[src/rtl/rxa_pkg.sv]
package rxa_pkg;

  typedef enum logic [1:0] {
    SLOT_EMPTY   = 2'd0,
    SLOT_LOADED  = 2'd1,
    SLOT_PENDING = 2'd2
  } slot_state_e;

  typedef enum logic [2:0] {
    A_IDLE,
    A_DATA,
    A_SKIP,
    A_PAD,
    A_FCS,
    A_PRE
  } asm_state_e;

  localparam int PRE_LEN     = 8;
  localparam int FCS_LEN     = 4;
  localparam int MIN_PAYLOAD = 60;
  localparam int OVERHEAD    = PRE_LEN + FCS_LEN;

  localparam logic [7:0]  PRE_BYTE      = 8'h55;
  localparam logic [7:0]  SFD_BYTE      = 8'hD5;
  localparam logic [31:0] CRC_POLY_REFL = 32'hEDB88320;

  // One byte of reflected CRC-32, least significant bit first.
  function automatic logic [31:0] crc32_byte(input logic [31:0] c, input logic [7:0] b);
    logic [31:0] r;
    r = c ^ {24'd0, b};
    for (int k = 0; k < 8; k++) begin
      if (r[0]) r = (r >> 1) ^ CRC_POLY_REFL;
      else      r = r >> 1;
    end
    return r;
  endfunction

  function automatic logic [7:0] lead_byte(input logic [2:0] idx);
    return (idx == 3'd7) ? SFD_BYTE : PRE_BYTE;
  endfunction

  function automatic logic [7:0] fcs_lane(input logic [31:0] crc, input logic [1:0] lane);
    logic [31:0] f;
    f = ~crc;
    return f[{lane, 3'b000} +: 8];
  endfunction

endpackage

[src/rtl/rxa_crc.sv]
module rxa_crc
  import rxa_pkg::*;
(
  input  logic        clk,
  input  logic        rst_n,
  input  logic        en,
  input  logic        restart,
  input  logic [7:0]  data,
  output logic [31:0] crc_q
);

  always_ff @(posedge clk) begin
    if (!rst_n)  crc_q <= '1;
    else if (en) crc_q <= crc32_byte(restart ? 32'hFFFF_FFFF : crc_q, data);
  end

endmodule

[src/rtl/rxa_slot_regs.sv]
module rxa_slot_regs
  import rxa_pkg::*;
#(
  parameter int CNT_W = 12
) (
  input  logic             clk,
  input  logic             rst_n,
  input  logic             sw_we,
  input  logic [1:0]       sw_sel,
  input  logic [CNT_W-1:0] sw_wdata,
  input  logic             commit,
  input  logic             commit_slot,
  input  logic [CNT_W-1:0] commit_count,
  output logic [1:0]       state_q [2],
  output logic [CNT_W-1:0] count_q [2]
);

  for (genvar g = 0; g < 2; g++) begin : g_slot
    logic hw_hit, sw_hit;
    assign hw_hit = commit && (commit_slot == 1'(g));
    assign sw_hit = sw_we && (sw_sel[1] == 1'(g));

    // A hardware commit wins over a software write in the same cycle.
    always_ff @(posedge clk) begin
      if (!rst_n) begin
        state_q[g] <= SLOT_EMPTY;
        count_q[g] <= '0;
      end else if (hw_hit) begin
        state_q[g] <= SLOT_PENDING;
        count_q[g] <= commit_count;
      end else if (sw_hit) begin
        if (sw_sel[0]) count_q[g] <= sw_wdata;
        else           state_q[g] <= sw_wdata[1:0];
      end
    end
  end

endmodule

[src/rtl/rxa_assembler.sv]
module rxa_assembler
  import rxa_pkg::*;
#(
  parameter int BUF_BYTES = 2048,
  parameter int LEN_W     = 12,
  parameter int ADDR_W    = 11,
  parameter int CNT_W     = 12
) (
  input  logic              clk,
  input  logic              rst_n,
  input  logic              in_valid,
  input  logic              in_first,
  input  logic              in_last,
  input  logic [7:0]        in_data,
  input  logic [1:0]        slot_loaded,
  input  logic [31:0]       crc_q,
  output logic              crc_en,
  output logic              crc_restart,
  output logic [7:0]        crc_byte,
  output logic              wr_en,
  output logic              wr_slot,
  output logic [ADDR_W-1:0] wr_addr,
  output logic [7:0]        wr_data,
  output logic              commit,
  output logic              commit_slot,
  output logic [CNT_W-1:0]  commit_count,
  output logic              busy
);

  localparam logic [LEN_W-1:0] L_BUF     = LEN_W'(BUF_BYTES);
  localparam logic [LEN_W-1:0] L_MAXPAY  = LEN_W'(BUF_BYTES - OVERHEAD);
  localparam logic [LEN_W-1:0] L_MIN     = LEN_W'(MIN_PAYLOAD);
  localparam logic [LEN_W-1:0] L_PRE     = LEN_W'(PRE_LEN);

  asm_state_e        st_q, st_d;
  logic [LEN_W-1:0]  len_q, len_d, len_inc, pay_addr;
  logic              slot_q, slot_d;
  logic              ovf_q, ovf_d;
  logic [2:0]        idx_q, idx_d;
  logic              we_d;
  logic [ADDR_W-1:0] addr_d;
  logic [7:0]        data_d;

  assign len_inc      = (len_q == L_BUF) ? len_q : len_q + 1'b1;
  assign pay_addr     = L_PRE + len_q;
  assign busy         = (st_q != A_IDLE);
  assign commit_slot  = slot_q;
  assign commit_count = CNT_W'(len_q + LEN_W'(OVERHEAD));

  always_comb begin
    st_d        = st_q;
    len_d       = len_q;
    slot_d      = slot_q;
    ovf_d       = ovf_q;
    idx_d       = idx_q;
    we_d        = 1'b0;
    addr_d      = ADDR_W'(pay_addr);
    data_d      = in_data;
    crc_en      = 1'b0;
    crc_restart = 1'b0;
    crc_byte    = in_data;
    commit      = 1'b0;
    unique case (st_q)
      A_IDLE: begin
        if (in_valid && in_first) begin
          if (|slot_loaded) begin
            slot_d      = slot_loaded[0] ? 1'b0 : 1'b1;
            we_d        = 1'b1;
            addr_d      = ADDR_W'(PRE_LEN);
            crc_en      = 1'b1;
            crc_restart = 1'b1;
            len_d       = LEN_W'(1);
            ovf_d       = 1'b0;
            idx_d       = '0;
            st_d        = in_last ? A_PAD : A_DATA;
          end else if (!in_last) begin
            st_d = A_SKIP;
          end
        end
      end
      A_DATA: begin
        if (in_valid) begin
          we_d   = (pay_addr < L_BUF);
          crc_en = 1'b1;
          len_d  = len_inc;
          ovf_d  = ovf_q | (len_inc > L_MAXPAY);
          idx_d  = '0;
          if (in_last) begin
            if (ovf_d)                st_d = A_IDLE;
            else if (len_inc < L_MIN) st_d = A_PAD;
            else                      st_d = A_FCS;
          end
        end
      end
      A_SKIP: begin
        if (in_valid && in_last) st_d = A_IDLE;
      end
      A_PAD: begin
        we_d     = 1'b1;
        data_d   = 8'h00;
        crc_byte = 8'h00;
        crc_en   = 1'b1;
        len_d    = len_q + 1'b1;
        if (len_d == L_MIN) begin
          st_d  = A_FCS;
          idx_d = '0;
        end
      end
      A_FCS: begin
        we_d   = 1'b1;
        addr_d = ADDR_W'(pay_addr + LEN_W'(idx_q));
        data_d = fcs_lane(crc_q, idx_q[1:0]);
        idx_d  = idx_q + 1'b1;
        if (idx_q == 3'd3) begin
          st_d  = A_PRE;
          idx_d = '0;
        end
      end
      A_PRE: begin
        we_d   = 1'b1;
        addr_d = ADDR_W'(idx_q);
        data_d = lead_byte(idx_q);
        idx_d  = idx_q + 1'b1;
        if (idx_q == 3'd7) begin
          commit = 1'b1;
          st_d   = A_IDLE;
        end
      end
      default: st_d = A_IDLE;
    endcase
  end

  always_ff @(posedge clk) begin
    if (!rst_n) begin
      st_q    <= A_IDLE;
      len_q   <= '0;
      slot_q  <= 1'b0;
      ovf_q   <= 1'b0;
      idx_q   <= '0;
      wr_en   <= 1'b0;
      wr_slot <= 1'b0;
      wr_addr <= '0;
      wr_data <= '0;
    end else begin
      st_q    <= st_d;
      len_q   <= len_d;
      slot_q  <= slot_d;
      ovf_q   <= ovf_d;
      idx_q   <= idx_d;
      wr_en   <= we_d;
      wr_slot <= slot_d;
      wr_addr <= addr_d;
      wr_data <= data_d;
    end
  end

endmodule

[src/rtl/rx_frame_assembler.sv]
module rx_frame_assembler
  import rxa_pkg::*;
#(
  parameter  int BUF_BYTES = 2048,
  localparam int CNT_W     = $clog2(BUF_BYTES + 1),
  localparam int ADDR_W    = $clog2(BUF_BYTES)
) (
  input  logic              clk,
  input  logic              rst_n,
  input  logic              in_valid,
  input  logic              in_first,
  input  logic              in_last,
  input  logic [7:0]        in_data,
  input  logic              sw_we,
  input  logic [1:0]        sw_sel,
  input  logic [CNT_W-1:0]  sw_wdata,
  output logic              wr_en,
  output logic              wr_slot,
  output logic [ADDR_W-1:0] wr_addr,
  output logic [7:0]        wr_data,
  output logic [1:0]        slot0_state,
  output logic [CNT_W-1:0]  slot0_count,
  output logic [1:0]        slot1_state,
  output logic [CNT_W-1:0]  slot1_count,
  output logic              rx_irq,
  output logic              ready
);

  localparam int LEN_W = $clog2(BUF_BYTES + PRE_LEN + 1);

  logic [1:0]       state_q [2];
  logic [CNT_W-1:0] count_q [2];
  logic [1:0]       slot_loaded;
  logic             commit_fire, commit_slot, busy;
  logic [CNT_W-1:0] commit_count;
  logic             crc_en, crc_restart;
  logic [7:0]       crc_byte;
  logic [31:0]      crc_q;

  assign slot_loaded = {state_q[1] == SLOT_LOADED, state_q[0] == SLOT_LOADED};
  assign slot0_state = state_q[0];
  assign slot1_state = state_q[1];
  assign slot0_count = count_q[0];
  assign slot1_count = count_q[1];
  assign rx_irq      = (state_q[0] == SLOT_PENDING) || (state_q[1] == SLOT_PENDING);
  assign ready       = (|slot_loaded) && !busy;

  rxa_assembler #(
    .BUF_BYTES(BUF_BYTES), .LEN_W(LEN_W), .ADDR_W(ADDR_W), .CNT_W(CNT_W)
  ) u_asm (
    .clk, .rst_n, .in_valid, .in_first, .in_last, .in_data,
    .slot_loaded, .crc_q, .crc_en, .crc_restart, .crc_byte,
    .wr_en, .wr_slot, .wr_addr, .wr_data,
    .commit(commit_fire), .commit_slot, .commit_count, .busy
  );

  rxa_crc u_crc (
    .clk, .rst_n, .en(crc_en), .restart(crc_restart), .data(crc_byte), .crc_q
  );

  rxa_slot_regs #(.CNT_W(CNT_W)) u_slots (
    .clk, .rst_n, .sw_we, .sw_sel, .sw_wdata,
    .commit(commit_fire), .commit_slot, .commit_count,
    .state_q, .count_q
  );

endmodule

[config.mk]
export PLATFORM = sky130hd
export DESIGN_NAME = rx_frame_assembler
export DESIGN_NICKNAME = d
export VERILOG_FILES = /design/src/rtl/rxa_pkg.sv /design/src/rtl/rxa_crc.sv /design/src/rtl/rxa_slot_regs.sv /design/src/rtl/rxa_assembler.sv /design/src/rtl/rx_frame_assembler.sv
export SDC_FILE = /design/constraint.sdc
export NUM_CORES = 1
export LEC_CHECK = 0
export ABC_AREA = 1
export BUFFER_PORTS_ARGS = -buffer_cell sky130_fd_sc_hd__buf_2
export CELL_PAD_IN_SITES_DETAIL_PLACEMENT = 1
export CELL_PAD_IN_SITES_GLOBAL_PLACEMENT = 2
export CORE_MARGIN = 4
export CORE_UTILIZATION = 35
export CTS_BUF_LIST = sky130_fd_sc_hd__clkbuf_16
export CTS_CLUSTER_DIAMETER = 30
export CTS_CLUSTER_SIZE = 28
export DETAILED_ROUTE_END_ITERATION = 8
export GPL_TIMING_DRIVEN = 0
export HOLD_SLACK_MARGIN = 0.15
export PLACE_DENSITY = 0.95
export SLEW_MARGIN = 20
export SYNTH_ARGS = -nofsm -noshare
export SYNTH_HDL_FRONTEND = slang
export SYNTH_SLANG_ARGS = --single-unit
[constraint.sdc]
create_clock -name clk -period 3.6 [get_ports clk]
set_input_delay 0.36 -clock clk [delete_from_list [all_inputs] [get_ports clk]]
set_output_delay 0.36 -clock clk [all_outputs]
set_load 0.1 [all_outputs]
# After elaboration in Yosys (flattened, before gate mapping)
# Index checks and enable logic that the tools add are counted.
# word_totals
in_bits	28
register_bits	100
wordCells	174
# classes
shifts	1
muxes	78
eq_ne	24
bitwise_logic	15
magnitude_cmp	3
addsub	5
reduce_logical	33
# ops
cell	n
two-way mux 32 bit	23
inverter 13 -> 14 bit	8
two-way mux 12 bit	9
two-way mux 3 bit	16
one-hot mux 12 bit (3 select lines)	1
one-hot mux 11 bit (3 select lines)	1
inverter 32 bit	1
indexed part select 32 x 6 -> 8 bit	1
bitwise XOR 32 x 8 -> 32 bit	1
one-hot mux 8 bit (3 select lines)	1
two-way mux 11 bit	2
one-hot mux 3 bit (6 select lines)	1
two-way mux 8 bit	2
one-hot mux 3 bit (5 select lines)	1
two-way mux 2 bit	7
!= test 2 x 1 -> 1 bit (second input constant)	7
adder 12 x 1 -> 12 bit (second input constant)	1
adder 12 x 4 -> 12 bit (second input constant)	1
adder 4 x 12 -> 12 bit (first input constant)	1
== test 12 bit (second input constant)	1
== test 12 x 6 -> 1 bit (second input constant)	1
> comparator 12 x 11 -> 1 bit (second input constant)	1
< comparator 12 bit (second input constant)	1
< comparator 12 x 6 -> 1 bit (second input constant)	1
other kinds (28)	69

# Depth between registers and ports, before layout
# logic_depth
word_depth	37
ltp_mapped	19
ltp_nobuf	17

# Cells and area by module
# Synthesis repeated with hierarchy kept, for this count alone.
# hier_totals
hier_cells	1126
area_unflattened_um2	7247.0
# modules_own_cells
module	area_each_um2	seq_area_each_um2	cells_each	instances
rxa_assembler	3174.3	800.8	490	1
rxa_crc	2493.6	640.6	366	1
rxa_slot_regs	1539.0	560.5	262	1
rx_frame_assembler	40.0	0.0	8	1

# Least setup slack after synthesis
# No wires, ideal clock.
# synth_path
path_kind	register to output
start	register u_slots.state_q[3] in the netlist's numbering
end	output rx_irq
n_path_buf	0
arrival_ns	3.239
path_stages_with_launch	3
path_slack_ns	0.001
path_cell_list	dfxtp_1 -> inv_1 -> o21ai_0
# synth_between
elab_chain_len	2
# synth_lines
element	line	source
start: declaration	rxa_slot_regs.sv:14	output logic [1:0] state_q [2],
start signal: indexed assignment	rxa_slot_regs.sv:33	else state_q[g] <= sw_wdata[1:0];
== test 2 bit	rx_frame_assembler.sv:45	assign rx_irq = (state_q[0] == SLOT_PENDING) || (state_q[1] == SLOT_PENDING);
logical OR 1 bit	rx_frame_assembler.sv:45	
end: declaration	rx_frame_assembler.sv:25	output logic rx_irq,
# No other way between the ends.

# Worst setup path in the final report
# layout_path
start	register u_asm.len_q[3]
end	register u_asm.wr_addr[10]
# layout_between
elab_chain_len	4
# layout_lines
element	line	source
start: declaration	rxa_assembler.sv:36	logic [LEN_W-1:0] len_q, len_d, len_inc, pay_addr;
start signal: assignment	rxa_assembler.sv:146	len_q <= len_d;
adder 4 x 12 -> 12 bit *	rxa_assembler.sv:45	assign pay_addr = L_PRE + len_q;
branches (longest 2 deep; another with adder 11 x 3 -> 11 bit)	-	
one-hot mux 11 bit (3 select lines) *	rxa_assembler.sv:63	unique case (st_q)
end signal: assignment	rxa_assembler.sv:152	wr_addr <= addr_d;
end: declaration	rxa_assembler.sv:22	output logic [ADDR_W-1:0] wr_addr,
# Every way passes the cells marked *.
# A chain may end at the register's enable or synchronous reset.

==> run summary <==
Synth
• **mean instance size in the synthesized netlist** 6.47 um^2
• **post-synthesis cell type count** 47
• **number of cells produced by synthesis** 1033
• **Synth Cell Area** 0.00669 mm^2
• **Yosys warnings** 0
• **register bit count reported by yosys** 100
• **net count after synthesis** 1077
• **Seq/Total Area, Yosys** 29.9%

STA
• **fin crit share** 77.5%
• **FMAX** 0.359 GHz
• **worst-margin pin slew** 0.835 ns
• **relative max-transition margin** 44.3%
• **final-layout worst hold slack** 0.265 ns
• **Final Hold Violating Endpoints** 0
• **aggregate negative setup slack** 0 ns
• **Final Critical Period** 2.79 ns
• **final setup fails** 0
• **Worst Clk Skew** 0.00783 ns
• **setup repair after global routing missed its margin** no
• **number of pins exceeding their max-slew limit in the final report** 0

Run
• **max-cap violation count** 0

Detailed routing
• **Final ANT Viol Nets** 0
• **first drt pass iteration count** 5
• **violation count after the first detailed-routing iteration** 525
• **via density per instance** 5.34
• **aggregate routed wire length** 25300 um
• **DRC violation count after routing** 0
• **vias after detailed routing** 7256
• **post-DR wirelength/cell** 18.6 um

Pwr
• **sequential power share** 25.4%
• **switching share of power** 52.3%
• **Leakage Power** 0.00350 uW
• **combinational fraction of design power** 57.7%
• **switching power summed over all nets** 3190 uW
• **fraction of power consumed by the clock network** 16.9%
• **cell-internal power** 2920 uW
• **overall power** 6110 uW
• **worst supply voltage drop on vdd** 0.328 mV
• **cell area power density** 797 mW/mm^2

CTS
• **total clock sinks** 100
• **TritonCTS Buffers** 9
• **htree depth** 3
• **Resized cells post-CTS** 0
• **Clock transition at path regs** 0.08 ns
• **clock root buffer** clkbuf_16
• **number of buffers between clock root and the deepest sink** 2
• **clock latency reported for the late side of the worst-skew pair** 0.36 ns
• **clock tree from TritonCTS** done
• **# Post-CTS Setup Buffers** 0
• **# hold bufs at CTS** 0

Finish
• **sequential cell area** 0.00200 mm^2
• **area used by multi-input combinational logic** 0.00404 mm^2
• **final-layout fill cell count** 2527
• **antenna fix cells** 0
• **post-synthesis to final-layout area growth** 14.6%
• **number of cells in the finished layout apart from fillers** 1360
• **share of post-route cells with drive strength above 1** 15.8%
• **Layout Nets** 1165

Global route
• **Congestion Overflow GR** 0
• **GR Util All Layers** 23.9%
• **number of antenna violations at the first check in global routing** 0
• **via count of the first global-routing pass** 7325
• **wire length of the first global-routing pass** 40700 um
• **largest net degree at the start of global routing** 18

Floorplan
• **width of the die** 146 um
• **chip height** 146 um
• **Initial Utilization** 35.6%
• **die area** 0.0214 mm^2
• **FP Rows** 50
• **io pins** 79
• **area inside the core boundary** 0.0188 mm^2

Hold path
• **worst min-delay path category** in2reg

Placed design
• **number of port buffers** 77
• **Detailed Place HPWL** 19600 um
• **placed cells** 1344
• **routability congestion estimate** 0.897

Setup path
• **register-to-register path setup slack** 0.81 ns
• **required time of the critical path** 3.83 ns
• **endpoint type of the worst setup path** register
• **largest fanout on the critical path** 11
• **kind of start point of the critical path** register
• **Setup Crit Path Kind** reg2reg
• **arrival time worst endpoint** 3.02 ns

Outcome
• **status** finished clean

flip-flops by register name (all words and copies together), names as in the netlist:
name             flops
u_asm.idx_q          3
u_asm.ovf_q          1
u_asm.wr_addr       11
u_crc.crc_q         32
u_asm.wr_slot        1
u_asm.wr_en          1
u_asm.wr_data        8
u_asm.len_q         12
u_slots.count_q     24
u_slots.state_q      4
u_asm.st_q           3
final timing paths:
path / from / end / cells after the start
min reg2reg: u_slots.count_q[7]$_SDFFE_PN0P_ / u_slots.count_q[7]$_SDFFE_PN0P_ / 2
min: in_data[3] / u_asm.wr_data[3]$_SDFF_PN0_ / 3
max reg2reg: u_asm.len_q[3]$_SDFFE_PN0P_ / u_asm.wr_addr[10]$_SDFF_PN0_ / 12
max: u_asm.len_q[3]$_SDFFE_PN0P_ / u_asm.wr_addr[10]$_SDFF_PN0_ / 12
layout make-up:
class / instances / share of cell area, %
multi-input combinational: 775 / 52.7
sequential: 100 / 26.1
inverter: 117 / 5.76
timing repair buffer: 77 / 5.03
tap: 234 / 3.82
clock buffer: 9 / 2.94
buffer: 41 / 2.71
clock inverter: 7 / 0.963
synth_stat cells, drive strengths merged:
cell type,count,area [um^2]
nor2,114,455
o2111ai,1,8.76
a31oi,26,163
clkinv,2,7.51
ha,15,188
o211ai,10,75.1
o22ai,1,6.26
dfxtp,100,2000
buf,18,119
nand3,63,338
a2111oi,1,8.76
inv,115,434
xnor2,13,148
a221oi,7,61.3
fa,1,20.0
o21ai,76,384
or2,3,18.8
clkbuf,23,88.8
a32oi,1,8.76
nor3,15,75.1
nand2,308,1260
xor2,31,309
nand3b,3,22.5
a21oi,70,354
o221ai,7,61.3
a32o,1,10.0
nand4,5,37.5
a211oi,3,22.5
routing by layer:
| metal | global-route usage, % | vias to the layer above | part of all wire (%) |
|---|---|---|---|
| met1 | 33.8 | 3476 | 48 |
| met2 | 37.8 | 212 | 44 |
| li1 | - | 3530 | - |
| met5 | 0 | - | 0 |
| met4 | 7.38 | 0 | 2.4 |
| met3 | 3.20 | 38 | 5.5 |
through the flow:
stage | cell area, um^2 | utilization, % | setup WS, ns
floorplan | 6690 | - | 0.00133
global route | 7660 | 40.8 | 0.564
CTS | 7660 | 40.8 | 0.842
detailed placement | 7370 | 39.2 | 0.874
global placement | 7370 | 39.2 | 0.897
finish | 7660 | 40.8 | 0.811
layout by cell type, fill, tap and decap left out, types with 12 or more instances in the layout:
cell type | synthesis | final
nor3_1 | 15 | 15
xor2_1 | 26 | 26
a21oi_1 | 69 | 69
a31oi_1 | 26 | 26
inv_1 | 102 | 103
nand2_2 | 24 | 24
ha_1 | 15 | 15
inv_2 | 12 | 12
o21ai_0 | 62 | 62
clkbuf_1 | 21 | 21
nor2_1 | 107 | 107
nand3_1 | 60 | 60
nand2_1 | 278 | 278
o21ai_1 | 13 | 13
dfxtp_1 | 100 | 100
buf_2 | 11 | 88
cells by family after synthesis:
logic type,synth area share (%)
compound gates,17.4
xor+xnor,6.83
fa+ha+maj,3.11
buf+inv,9.71
flops,29.9
simple gates,33.0
worst max-delay path: stages (launching register included):
cell and delay, ns:
dfxtp_1 0.55, clkinv_1 0.42, ha_1 0.44, nor2_1 0.17
inv_1 0.07, nor3_1 0.21, nand2_1 0.10, nor2_1 0.14
nand2_1 0.11, nor2_1 0.11, o22ai_1 0.08, nor2_1 0.19
nor2_1 0.06
power groups by stage:
stage | clock [uW] | sequential [uW] | combinational, uW
finish | 1030 | 1550 | 3520
CTS | 1050 | 1550 | 3500
detailed placement | 0 | 1570 | 3470
floorplan | 0 | 1820 | 2300
global route | 1100 | 1580 | 3900
global placement | 0 | 1560 | 3400
(Power assumes the default switching activity.)
